<file path="config.mk">
export PLATFORM = sky130hd
export DESIGN_NAME = lpt_host_regs
export DESIGN_NICKNAME = d
export VERILOG_FILES = /design/src/rtl/lpt_pkg.sv /design/src/rtl/lpt_ack_sync.sv /design/src/rtl/lpt_epp_cycle.sv /design/src/rtl/lpt_host_regs.sv
export SDC_FILE = /design/constraint.sdc
export NUM_CORES = 1
export LEC_CHECK = 0
export ABC_AREA = 1
export BUFFER_PORTS_ARGS = -buffer_cell sky130_fd_sc_hd__clkbuf_2
export CAP_MARGIN = 20
export CORE_ASPECT_RATIO = 0.6
export CORE_UTILIZATION = 55
export DETAILED_ROUTE_END_ITERATION = 16
export PLACE_DENSITY = 0.85
export SKIP_CTS_REPAIR_TIMING = 1
export SYNTH_ARGS = -nofsm -noshare
export SYNTH_HDL_FRONTEND = slang
export SYNTH_HIERARCHICAL = 1
export SYNTH_SLANG_ARGS = --single-unit
</file>
<file path="constraint.sdc">
create_clock -name clk -period 2.41 [get_ports clk]
set_clock_uncertainty 0.1 [all_clocks]
set_input_delay 0.241 -clock clk [delete_from_list [all_inputs] [get_ports clk]]
set_output_delay 0.241 -clock clk [all_outputs]
set_load 0.1 [all_outputs]
</file>
<file path="src/rtl/lpt_pkg.sv">
package lpt_pkg;

    localparam int BYTE_W = 8;

    typedef enum logic [2:0] {
        OFS_DATA = 3'd0,
        OFS_STAT = 3'd1,
        OFS_CTRL = 3'd2,
        OFS_EADR = 3'd3,
        OFS_EDAT = 3'd4,
        OFS_RSV5 = 3'd5,
        OFS_RSV6 = 3'd6,
        OFS_RSV7 = 3'd7
    } lpt_ofs_e;

    localparam int                CTRL_DIR_BIT   = 5;
    localparam int                CTRL_IRQEN_BIT = 4;
    localparam logic [BYTE_W-1:0] CTRL_FORCE1    = 8'hC0;
    localparam logic [BYTE_W-1:0] CTRL_DIR_MASK  = 8'h20;
    localparam logic [BYTE_W-1:0] UNUSED_BYTE    = 8'hFF;

endpackage

</file>
<file path="src/rtl/lpt_ack_sync.sv">
module lpt_ack_sync #(
    parameter int STAGES = 2
) (
    input  logic clk,
    input  logic rst_n,
    input  logic ack_n,
    output logic ack_fall
);
    logic [STAGES-1:0] sync_d, sync_q;
    logic              last_d, last_q;

    generate
        if (STAGES == 1) begin : g_one
            always_comb sync_d = ack_n;
        end else begin : g_chain
            always_comb sync_d = {sync_q[STAGES-2:0], ack_n};
        end
    endgenerate

    always_comb last_d = sync_q[STAGES-1];

    always_ff @(posedge clk or negedge rst_n) begin
        if (!rst_n) begin
            sync_q <= '1;
            last_q <= 1'b1;
        end else begin
            sync_q <= sync_d;
            last_q <= last_d;
        end
    end

    assign ack_fall = last_q & ~sync_q[STAGES-1];

endmodule

</file>
<file path="src/rtl/lpt_epp_cycle.sv">
module lpt_epp_cycle
    import lpt_pkg::*;
(
    input  logic              clk,
    input  logic              rst_n,
    input  logic              go_addr,
    input  logic              go_data,
    input  logic              go_wr,
    input  logic [BYTE_W-1:0] wbyte,
    input  logic [BYTE_W-1:0] pins_in,
    output logic              astb,
    output logic              dstb,
    output logic              cyc_wr,
    output logic [BYTE_W-1:0] cyc_byte,
    output logic              rd_done,
    output logic [BYTE_W-1:0] rd_byte
);
    typedef struct packed {
        logic              astb;
        logic              dstb;
        logic              wr;
        logic [BYTE_W-1:0] wbyte;
        logic              done;
        logic [BYTE_W-1:0] rbyte;
    } epp_t;

    epp_t st_d, st_q;
    logic busy;

    assign busy = st_q.astb | st_q.dstb;

    always_comb begin
        st_d       = st_q;
        st_d.astb  = go_addr;
        st_d.dstb  = go_data;
        st_d.wr    = (go_addr | go_data) ? go_wr : st_q.wr;
        st_d.wbyte = (go_addr | go_data) && go_wr ? wbyte : st_q.wbyte;
        st_d.done  = busy & ~st_q.wr;
        st_d.rbyte = (busy & ~st_q.wr) ? pins_in : st_q.rbyte;
    end

    always_ff @(posedge clk or negedge rst_n) begin
        if (!rst_n) st_q <= '0;
        else        st_q <= st_d;
    end

    assign astb     = st_q.astb;
    assign dstb     = st_q.dstb;
    assign cyc_wr   = st_q.wr;
    assign cyc_byte = st_q.wbyte;
    assign rd_done  = st_q.done;
    assign rd_byte  = st_q.rbyte;

endmodule

</file>
<file path="src/rtl/lpt_host_regs.sv">
module lpt_host_regs
    import lpt_pkg::*;
#(
    parameter int                ADDR_W      = 16,
    parameter int                SIZE_W      = 2,
    parameter logic [ADDR_W-1:0] BASE_ADDR   = 'h378,
    parameter int                NUM_IRQ     = 16,
    parameter int                IRQ_LINE    = 7,
    parameter int                SYNC_STAGES = 2
) (
    input  logic               clk,
    input  logic               rst_n,
    input  logic               bus_sel,
    input  logic               bus_wr,
    input  logic [ADDR_W-1:0]  bus_addr,
    input  logic [SIZE_W-1:0]  bus_size,
    input  logic [7:0]         bus_wdata,
    output logic               rd_valid,
    output logic               rd_unused,
    output logic [7:0]         rd_data,
    output logic [7:0]         pd_out,
    input  logic [7:0]         pd_in,
    output logic               pd_oe,
    output logic [3:0]         ctrl_lines,
    input  logic [4:0]         st_lines,
    input  logic               epp_tmo,
    input  logic               ack_n,
    output logic               epp_astb,
    output logic               epp_dstb,
    output logic               epp_wr,
    output logic [NUM_IRQ-1:0] irq_lines
);
    localparam int OFS_W = 3;

    typedef struct packed {
        logic [BYTE_W-1:0] data;
        logic [BYTE_W-1:0] ctrl;
        logic              rev;
        logic              irq;
        logic              rd_valid;
        logic              rd_unused;
        logic [BYTE_W-1:0] rd_data;
    } regs_t;

    regs_t r_d, r_q;

    logic              hit, byte_acc, wr_ok, rd_req, stat_rd;
    logic              go_a, go_d, ack_fall;
    logic              epp_rd_done, epp_cyc_wr;
    logic [BYTE_W-1:0] epp_rd_byte, epp_byte, ctrl_new;
    lpt_ofs_e          ofs;
    logic              irq_now, irq_en_now;

    assign hit      = bus_sel && (bus_addr[ADDR_W-1:OFS_W] == BASE_ADDR[ADDR_W-1:OFS_W]);
    assign ofs      = lpt_ofs_e'(bus_addr[OFS_W-1:0]);
    assign byte_acc = (bus_size == '0);
    assign wr_ok    = hit & bus_wr & byte_acc;
    assign rd_req   = hit & ~bus_wr;
    assign stat_rd  = rd_req & byte_acc & (ofs == OFS_STAT);
    assign ctrl_new = bus_wdata | CTRL_FORCE1;

    lpt_ack_sync #(.STAGES(SYNC_STAGES)) u_ack (
        .clk      (clk),
        .rst_n    (rst_n),
        .ack_n    (ack_n),
        .ack_fall (ack_fall)
    );

    always_comb begin
        r_d           = r_q;
        r_d.rd_valid  = 1'b0;
        r_d.rd_unused = 1'b0;
        go_a          = 1'b0;
        go_d          = 1'b0;

        if (wr_ok) begin
            case (ofs)
                OFS_DATA: r_d.data = bus_wdata;
                OFS_CTRL: begin
                    if (ctrl_new != r_q.ctrl) begin
                        r_d.rev  = ctrl_new[CTRL_DIR_BIT];
                        r_d.ctrl = ctrl_new & ~CTRL_DIR_MASK;
                    end
                end
                OFS_EADR: go_a = 1'b1;
                OFS_EDAT: go_d = 1'b1;
                default:  ;
            endcase
        end

        if (rd_req) begin
            if (!byte_acc) begin
                r_d.rd_valid  = 1'b1;
                r_d.rd_unused = 1'b1;
                r_d.rd_data   = UNUSED_BYTE;
            end else begin
                case (ofs)
                    OFS_DATA: begin
                        r_d.rd_valid = 1'b1;
                        r_d.rd_data  = r_q.rev ? pd_in : r_q.data;
                    end
                    OFS_STAT: begin
                        r_d.rd_valid = 1'b1;
                        r_d.rd_data  = {st_lines, r_q.irq, 1'b1, epp_tmo};
                    end
                    OFS_CTRL: begin
                        r_d.rd_valid = 1'b1;
                        r_d.rd_data  = r_q.ctrl | CTRL_FORCE1;
                    end
                    OFS_EADR: go_a = 1'b1;
                    OFS_EDAT: go_d = 1'b1;
                    default: begin
                        r_d.rd_valid = 1'b1;
                        r_d.rd_data  = UNUSED_BYTE;
                    end
                endcase
            end
        end

        if (stat_rd) r_d.irq = 1'b0;
        if (ack_fall && r_q.ctrl[CTRL_IRQEN_BIT]) r_d.irq = 1'b1;
    end

    always_ff @(posedge clk or negedge rst_n) begin
        if (!rst_n) begin
            r_q      <= '0;
            r_q.ctrl <= CTRL_FORCE1;
        end else begin
            r_q <= r_d;
        end
    end

    lpt_epp_cycle u_epp (
        .clk      (clk),
        .rst_n    (rst_n),
        .go_addr  (go_a),
        .go_data  (go_d),
        .go_wr    (bus_wr),
        .wbyte    (bus_wdata),
        .pins_in  (pd_in),
        .astb     (epp_astb),
        .dstb     (epp_dstb),
        .cyc_wr   (epp_cyc_wr),
        .cyc_byte (epp_byte),
        .rd_done  (epp_rd_done),
        .rd_byte  (epp_rd_byte)
    );

    assign epp_wr     = epp_cyc_wr;
    assign pd_out     = ((epp_astb | epp_dstb) && epp_cyc_wr) ? epp_byte : r_q.data;
    assign pd_oe      = (epp_astb | epp_dstb) ? epp_cyc_wr : ~r_q.rev;
    assign ctrl_lines = r_q.ctrl[3:0];
    assign rd_valid   = r_q.rd_valid | epp_rd_done;
    assign rd_unused  = r_q.rd_unused;
    assign rd_data    = epp_rd_done ? epp_rd_byte : r_q.rd_data;
    assign irq_now    = r_q.irq;
    assign irq_en_now = r_q.ctrl[CTRL_IRQEN_BIT];

    generate
        for (genvar i = 0; i < NUM_IRQ; i++) begin : g_irq
            if (i == IRQ_LINE) begin : g_on
                assign irq_lines[i] = r_q.irq;
            end else begin : g_off
                assign irq_lines[i] = 1'b0;
            end
        end
    endgenerate

endmodule

</file>
==> qor.csv, run 1 <==
stage;metric;value;unit
worst_hold_path;holdCritPathClass;in -> reg;
yosys;synth_cell_types;27;
placed_design;port_buffers;71;
global_route;grt.overflow.total;0;
critical_path;regToRegSetupSlack;0.85;ns
routing;drcViolationCount;0;
routing;drt-total-wl;7010;µm
timing;worstMarginPinSlew;0.724;ns
final_layout;utilization;71.9;%
pwr;switchingPower;431;µW
routing;drtIter0Drc;226;
timing;relSlewSlack;51.7;%
final_layout;finalNetCount;489;
pwr;power.internal;1110;µW
cts;cts_root_buf;clkbuf_8;
status;status;complete, no violations;
floorplan;core_area;4680;µm²
yosys;ys_seq_elements;48;
critical_path;slowest_delay;0.45;ns
floorplan;start_util;58.8;%
routing;num_vias;2656;
floorplan;die_height;56.8;µm
yosys;syn_avg_cell_area;7.44;µm²
yosys;yosysWarnings;6;
floorplan;std_cell_rows;19;
timing;timing.final.crit_share;98.0;%
pwr;seqPwrFrac;52.5;%
routing;viasPerCell;5.23;
global_route;grt_pass1_wl;11500;µm
critical_path;crit_path_cell_trace;or2_2, nand2_1, buf_4, mux2_2, buf_12;
timing;finalHoldViolations;0;
cts;numClockSinks;48;
yosys;syn_area;2750;µm²
final_layout;area_growth;22.3;%
floorplan;chipWidth;93.4;µm
pwr;leakage;0.00183;µW
global_route;grt_max_degree;30;
cts;clock_path_buffers;2;
global_route;antenna_found_initial;0;
final_layout;drive_gt1_share;27.4;%
critical_path;path_max_fanout;8;
cts;clock_latency;0.29;ns
yosys;yosysSeqAreaShare;43.8;%
timing;final_max_slew_viol_count;0;
critical_path;cp_slowest_cell;dfrtp_2;
floorplan;die_area;5300;µm²
pwr;pwr_density_cell;459;nW/µm²
cts;htreeDepth;2;
cts;numCtsBuffers;5;
global_route;first_global_vias;2455;
pwr;pwr-share-comb;14.2;%
critical_path;cp.required;2.07;ns
timing;final-setup-viol-count;0;
timing;clock.fmax;423;MHz
critical_path;criticalPathCategory;reg -> out;
cts;tritoncts;yes;
pwr;p_clk_share;33.3;%
cts;clkTransAtPathRegs;0.09;ns
critical_path;critPathArrivalTime;2.02;ns
routing;antenna_left;0;
critical_path;critPathCaptureType;primary output;
floorplan;io_pins;87;
final_layout;antenna_cells;0;
global_route;grt_usage;28.8;%
final_layout;n_fill_cell;369;
placed_design;place_congestion;0.886;
final_layout;design_area;3370;µm²
timing;rsz0062_at_grt;no;
placed_design;dp_hpwl;5500;µm
timing;period_needed;2.36;ns
routing;routedWlPerCell;13.8;µm
placed_design;post_dp_cell_area;3250;µm²
critical_path;crit_path_start_kind;flip-flop;
pwr;p_sw_share;27.9;%
pwr;irDropWorstVdd;0.237;mV
flow_run;cap_violations;0;
routing;dr.pass1.iters;5;
yosys;synthCells;370;
## through the flow
stage	hold slack [ns]	TNS (ns)	total power (µW)	setup slack, ns	cells
floorplan	-0.155	-1.98	989	-0.635	384
global placement	0.231	0	1040	0.425	498
detailed placement	0.236	0	1040	0.401	498
CTS	-0.0752	0	1550	0.0616	506
global route	0.0906	0	1600	0.000727	508
finish	0.0979	0	1540	0.0486	508
## logic make-up after synthesis
kind of cell / after synthesis / synth area share, %
simple gates: 214 / 33.4
buf+inv: 67 / 12.4
flops: 48 / 43.8
compound gates: 34 / 7.81
mux: 6 / 2.45
other cells: 1 / 0.136
## synth_stat cells
library cell	n	share of area, %
buf_2	3	0.55
nand3_1	26	4.7
buf_6	1	0.41
dfstp_2	3	2.9
inv_1	37	5.0
nand2_1	136	19
o21ai_0	15	2.7
mux2_2	6	2.5
nor3_4	1	0.59
o21ai_4	2	1.2
nand4_1	7	1.6
nand3_2	2	0.73
inv_2	3	0.41
buf_4	21	5.7
o21ai_2	6	1.9
nor3_1	2	0.36
or2_2	2	0.45
nor2_1	30	4.1
dfrtp_1	45	41
nand2_2	4	0.91
o21ai_1	2	0.36
nor2_4	1	0.41
conb_1	1	0.14
clkbuf_1	2	0.27
nand2_4	2	0.82
nor2_2	1	0.23
a21oi_1	9	1.6
## registers in the layout, summed over array words and instances (netlist names), 2 cells and up
| name | cells |
|---|---|
| r_q | 18 |
| u_epp/cyc_byte | 8 |
| u_epp/rd_byte | 8 |
| ctrl_lines | 4 |
| u_ack/sync_q | 2 |
## per-layer routing
layer	vias up	part of all wire [%]	wire length, µm	global-route usage, %
li1	1270	-	-	-
met1	1233	46	3220	43.9
met3	10	10	703	5.83
met4	0	1.1	75	7.25
met5	-	0	0	0
met2	143	43	3010	41.8
## final timing paths
kind / cells after the start / startpoint / end
setup / recovery: 5 / u_epp/dstb / pd_out[1]
hold / removal: 3 / pd_in[1] / u_epp/rd_byte[1]
setup reg to reg: 7 / r_q[11] / r_q[3]
hold reg to reg: 0 / u_ack/sync_q[0] / u_ack/sync_q[1]
max in group asynchronous: 3 / rst_n / u_ack/last_q
min in group asynchronous: 2 / rst_n / u_epp/rd_done
## worst max-delay path: cells and delay by family, from the launching register on
family,cells,cell delay [ns]
mux,1,0.37
flops,1,0.45
simple gates,2,0.52
buf+inv,2,0.39
## cell usage in the layout, fill, tap and decap left out
cell type	count
nand2_1	136
clkbuf_2	63
dfrtp_1	43
inv_1	37
nor2_1	30
nand3_1	26
conb_1	15
o21ai_0	14
buf_12	8
nand4_1	7
a21oi_1	7
clkbuf_8	7
buf_4	7
mux2_2	6
o21ai_2	6
nand2_2	4
inv_2	3
o21ai_1	3
dfstp_2	3
nand3_2	2
or2_2	2
a21oi_4	2
nor3_1	2
nand2_4	2
dlygate4sd3_1	2
o21ai_4	2
dfrtp_2	2
nor2_4	1
nor3_4	1
clkbuf_1	1
nor2_2	1
## power groups by stage
stage          clock network (µW)  registers (µW)  logic (µW)
4_1_cts                       518             811         218
3_3_place_gp                    0             826         213
2_1_floorplan                   0             826         162
5_1_grt                       551             811         236
3_5_place_dp                    0             827         217
6_report                      514             811         220
## layout make-up
type | instances | area [µm²] | share of cell area [%]
inverter | 40 | 150 | 4.46
multi-input combinational | 269 | 1280 | 38.1
sequential | 48 | 1210 | 35.9
tap | 63 | 78.8 | 2.34
timing repair buffer | 80 | 548 | 16.3
clock buffer | 8 | 100 | 2.97
(Power assumes the default switching activity.)
==> inputs of run 2 (changes only) <==
PLACE_DENSITY = 0.92   (was 0.85)
==> qor.csv, run 2 (synthesis results as in run 1) <==
stage;metric;value;unit;change
global_route;grt.overflow.total;0;;unchanged
timing;final_max_slew_viol_count;0;;unchanged
final_layout;multi_input_area;1280;µm²;+0.19%
final_layout;n_fill_cell;389;;+5.4%
flow_run;cap_violations;0;;unchanged
routing;drt-total-wl;6840;µm;-2.5%
routing;num_vias;2606;;-1.9%
floorplan;die_area;5300;µm²;unchanged
final_layout;register_area;1210;µm²;unchanged
placed_design;port_buffers;71;;unchanged
floorplan;io_pins;87;;unchanged
critical_path;cp_slowest_cell;dfrtp_2;;
final_layout;regMostFlops;r_q;;
placed_design;post_dp_cell_area;3210;µm²;-1.2%
routing;viasPerCell;5.15;;-1.5%
timing;rsz0062_at_grt;no;;
critical_path;cp.required;2.07;ns;about the same
global_route;grt_usage;28.5;%;-0.32 points
pwr;irDropWorstVdd;0.282;mV;+19%
pwr;pwr_density_cell;481;nW/µm²;+4.8%
critical_path;worstPathBufferInverterCount;1;;-1
routing;routedWlPerCell;13.5;µm;-2.1%
critical_path;timing.rr.start;r_q[11];;
critical_path;criticalPathCategory;reg -> out;;
cts;numCtsBuffers;5;;unchanged
global_route;grt_max_degree;25;;-17%
critical_path;crit_path_cell_trace;or2_2, nand2_2, mux2_2, buf_4;;
floorplan;chipWidth;93.4;µm;unchanged
final_layout;utilization;71.3;%;-0.64 points
global_route;first_global_vias;2427;;-1.1%
critical_path;regToRegSetupSlack;0.86;ns;about the same
critical_path;crit_family;simple AND/OR/NAND/NOR gates;;
worst_hold_path;holdCritPathClass;in -> reg;;
global_route;grt_pass1_wl;11300;µm;-1.9%
floorplan;die_height;56.8;µm;unchanged
final_layout;area_growth;21.2;%;
placed_design;place_congestion;0.900;;+1.6%
placed_design;dp_hpwl;5300;µm;-3.7%
status;status;complete, no violations;;
routing;antenna_left;0;;unchanged
cts;clock_path_buffers;2;;unchanged
final_layout;drive_gt1_share;27.3;%;-0.10 points
cts;cts_root_buf;clkbuf_8;;
final_layout;final_common_cell;nand2_1;;
worst_hold_path;hold_path_depth;3;;unchanged
critical_path;path_depth;4;;-1
critical_path;timing.rr.end;r_q[2];;
critical_path;crit_path_start_kind;flip-flop;;
timing;timing.final.crit_share;92.6;%;-5.4 points
timing;hold_ws;0.0761;ns;-0.0218 ns
timing;relSlewSlack;61.9;%;+10 points
final_layout;mostFrequentLayoutCells;135 x nand2_1, 63 x clkbuf_2, 43 x dfrtp_1, 37 x inv_1, 30 x nor2_1;;
final_layout;design_area;3340;µm²;-0.89%
routing;drcViolationCount;0;;unchanged
cts;clkTransAtPathRegs;0.09;ns;about the same
worst_hold_path;hold_path_end;u_epp/rd_byte[7];;
cts;numClockSinks;48;;unchanged
cts;clock_latency;0.30;ns;about the same
floorplan;std_cell_rows;19;;unchanged
timing;period_needed;2.23;ns;-0.130 ns
final_layout;finalNetCount;487;;-0.41%
timing;finalHoldViolations;0;;unchanged
critical_path;critPathArrivalTime;1.89;ns;-0.13 ns
cts;htreeDepth;2;;unchanged
final_layout;antenna_cells;0;;unchanged
routing;dr.pass1.iters;4;;-1
floorplan;core_area;4680;µm²;unchanged
timing;clock.fmax;448;MHz;+5.8%
critical_path;critPathCaptureType;primary output;;
timing;final-setup-viol-count;0;;unchanged
worst_hold_path;min-delay-start;pd_in[7];;
pwr;leakage;0.00182;µW;-0.52%
cts;tritoncts;yes;;
timing;worstMarginPinSlew;0.572;ns;-0.152 ns
floorplan;start_util;58.8;%;unchanged
critical_path;path_max_fanout;10;;+2
critical_path;worstRegToRegCells;7;;unchanged
routing;drtIter0Drc;194;;-14%
global_route;antenna_found_initial;0;;unchanged
critical_path;slowest_delay;0.44;ns;about the same
final_layout;largest_reg_flops;18;;unchanged
## run 2: cell types whose count changed in the layout (fill, tap and decap cells not counted), sizes merged
cell and delta:
bufinv +1, clkbuf -2, clkinv +1, buf -2
## run 2: area by class of cell
| cell class | instances | area share, % |
|---|---|---|
| Clock buffer | 6 | 2.17 |
| Clock inverter | 2 | 1.05 |
| Inverter | 40 | 4.50 |
| Multi-Input combinational cell | 269 | 38.5 |
| Sequential cell | 48 | 36.2 |
| Tap cell | 63 | 2.36 |
| Timing Repair Buffer | 78 | 15.2 |
## run 2: metal layers
layer	global-route usage, %	part of all wire [%]	vias up	routed length (µm)
met5	0	0	-	0
met4	9.89	1.7	0	116
met3	6.23	11	12	765
met2	42.2	43	151	2940
met1	41.3	44	1182	3010
li1	-	-	1261	-
## run 2: power by group
group          internal (µW)  switching [µW]
sequential               809            1.11
combinational           42.9             177
clock                    308             267
## run 2: worst max-delay path by stage
| stage | slack (ns) | endpoint | from |
|---|---|---|---|
| floorplan | -0.63 | rd_data[1] | u_epp/rd_done |
| global placement | 0.40 | pd_out[2] | u_epp/dstb |
| detailed placement | 0.36 | pd_out[2] | u_epp/dstb |
| CTS | 0.02 | pd_out[2] | u_epp/dstb |
| global route | 0.1 | pd_out[2] | u_epp/dstb |
| finish | 0.18 | pd_out[2] | u_epp/dstb |
## run 2: tightest hold or removal path, stage by stage
cell	delay [ns]
clkbuf_2	0.09
nand3_1	0.07
nand2_1	0.05
## run 2: metrics by stage
| step | cells | total power (µW) | worst slack (ns) | TNS, ns |
|---|---|---|---|---|
| 4_1_cts | 504 | 1610 | 0.0214 | 0 |
| 2_1_floorplan | 384 | 989 | -0.635 | -1.98 |
| 3_3_place_gp | 496 | 1040 | 0.401 | 0 |
| 6_report | 506 | 1600 | 0.178 | 0 |
| 3_5_place_dp | 496 | 1040 | 0.365 | 0 |
| 5_1_grt | 506 | 1660 | 0.0958 | 0 |
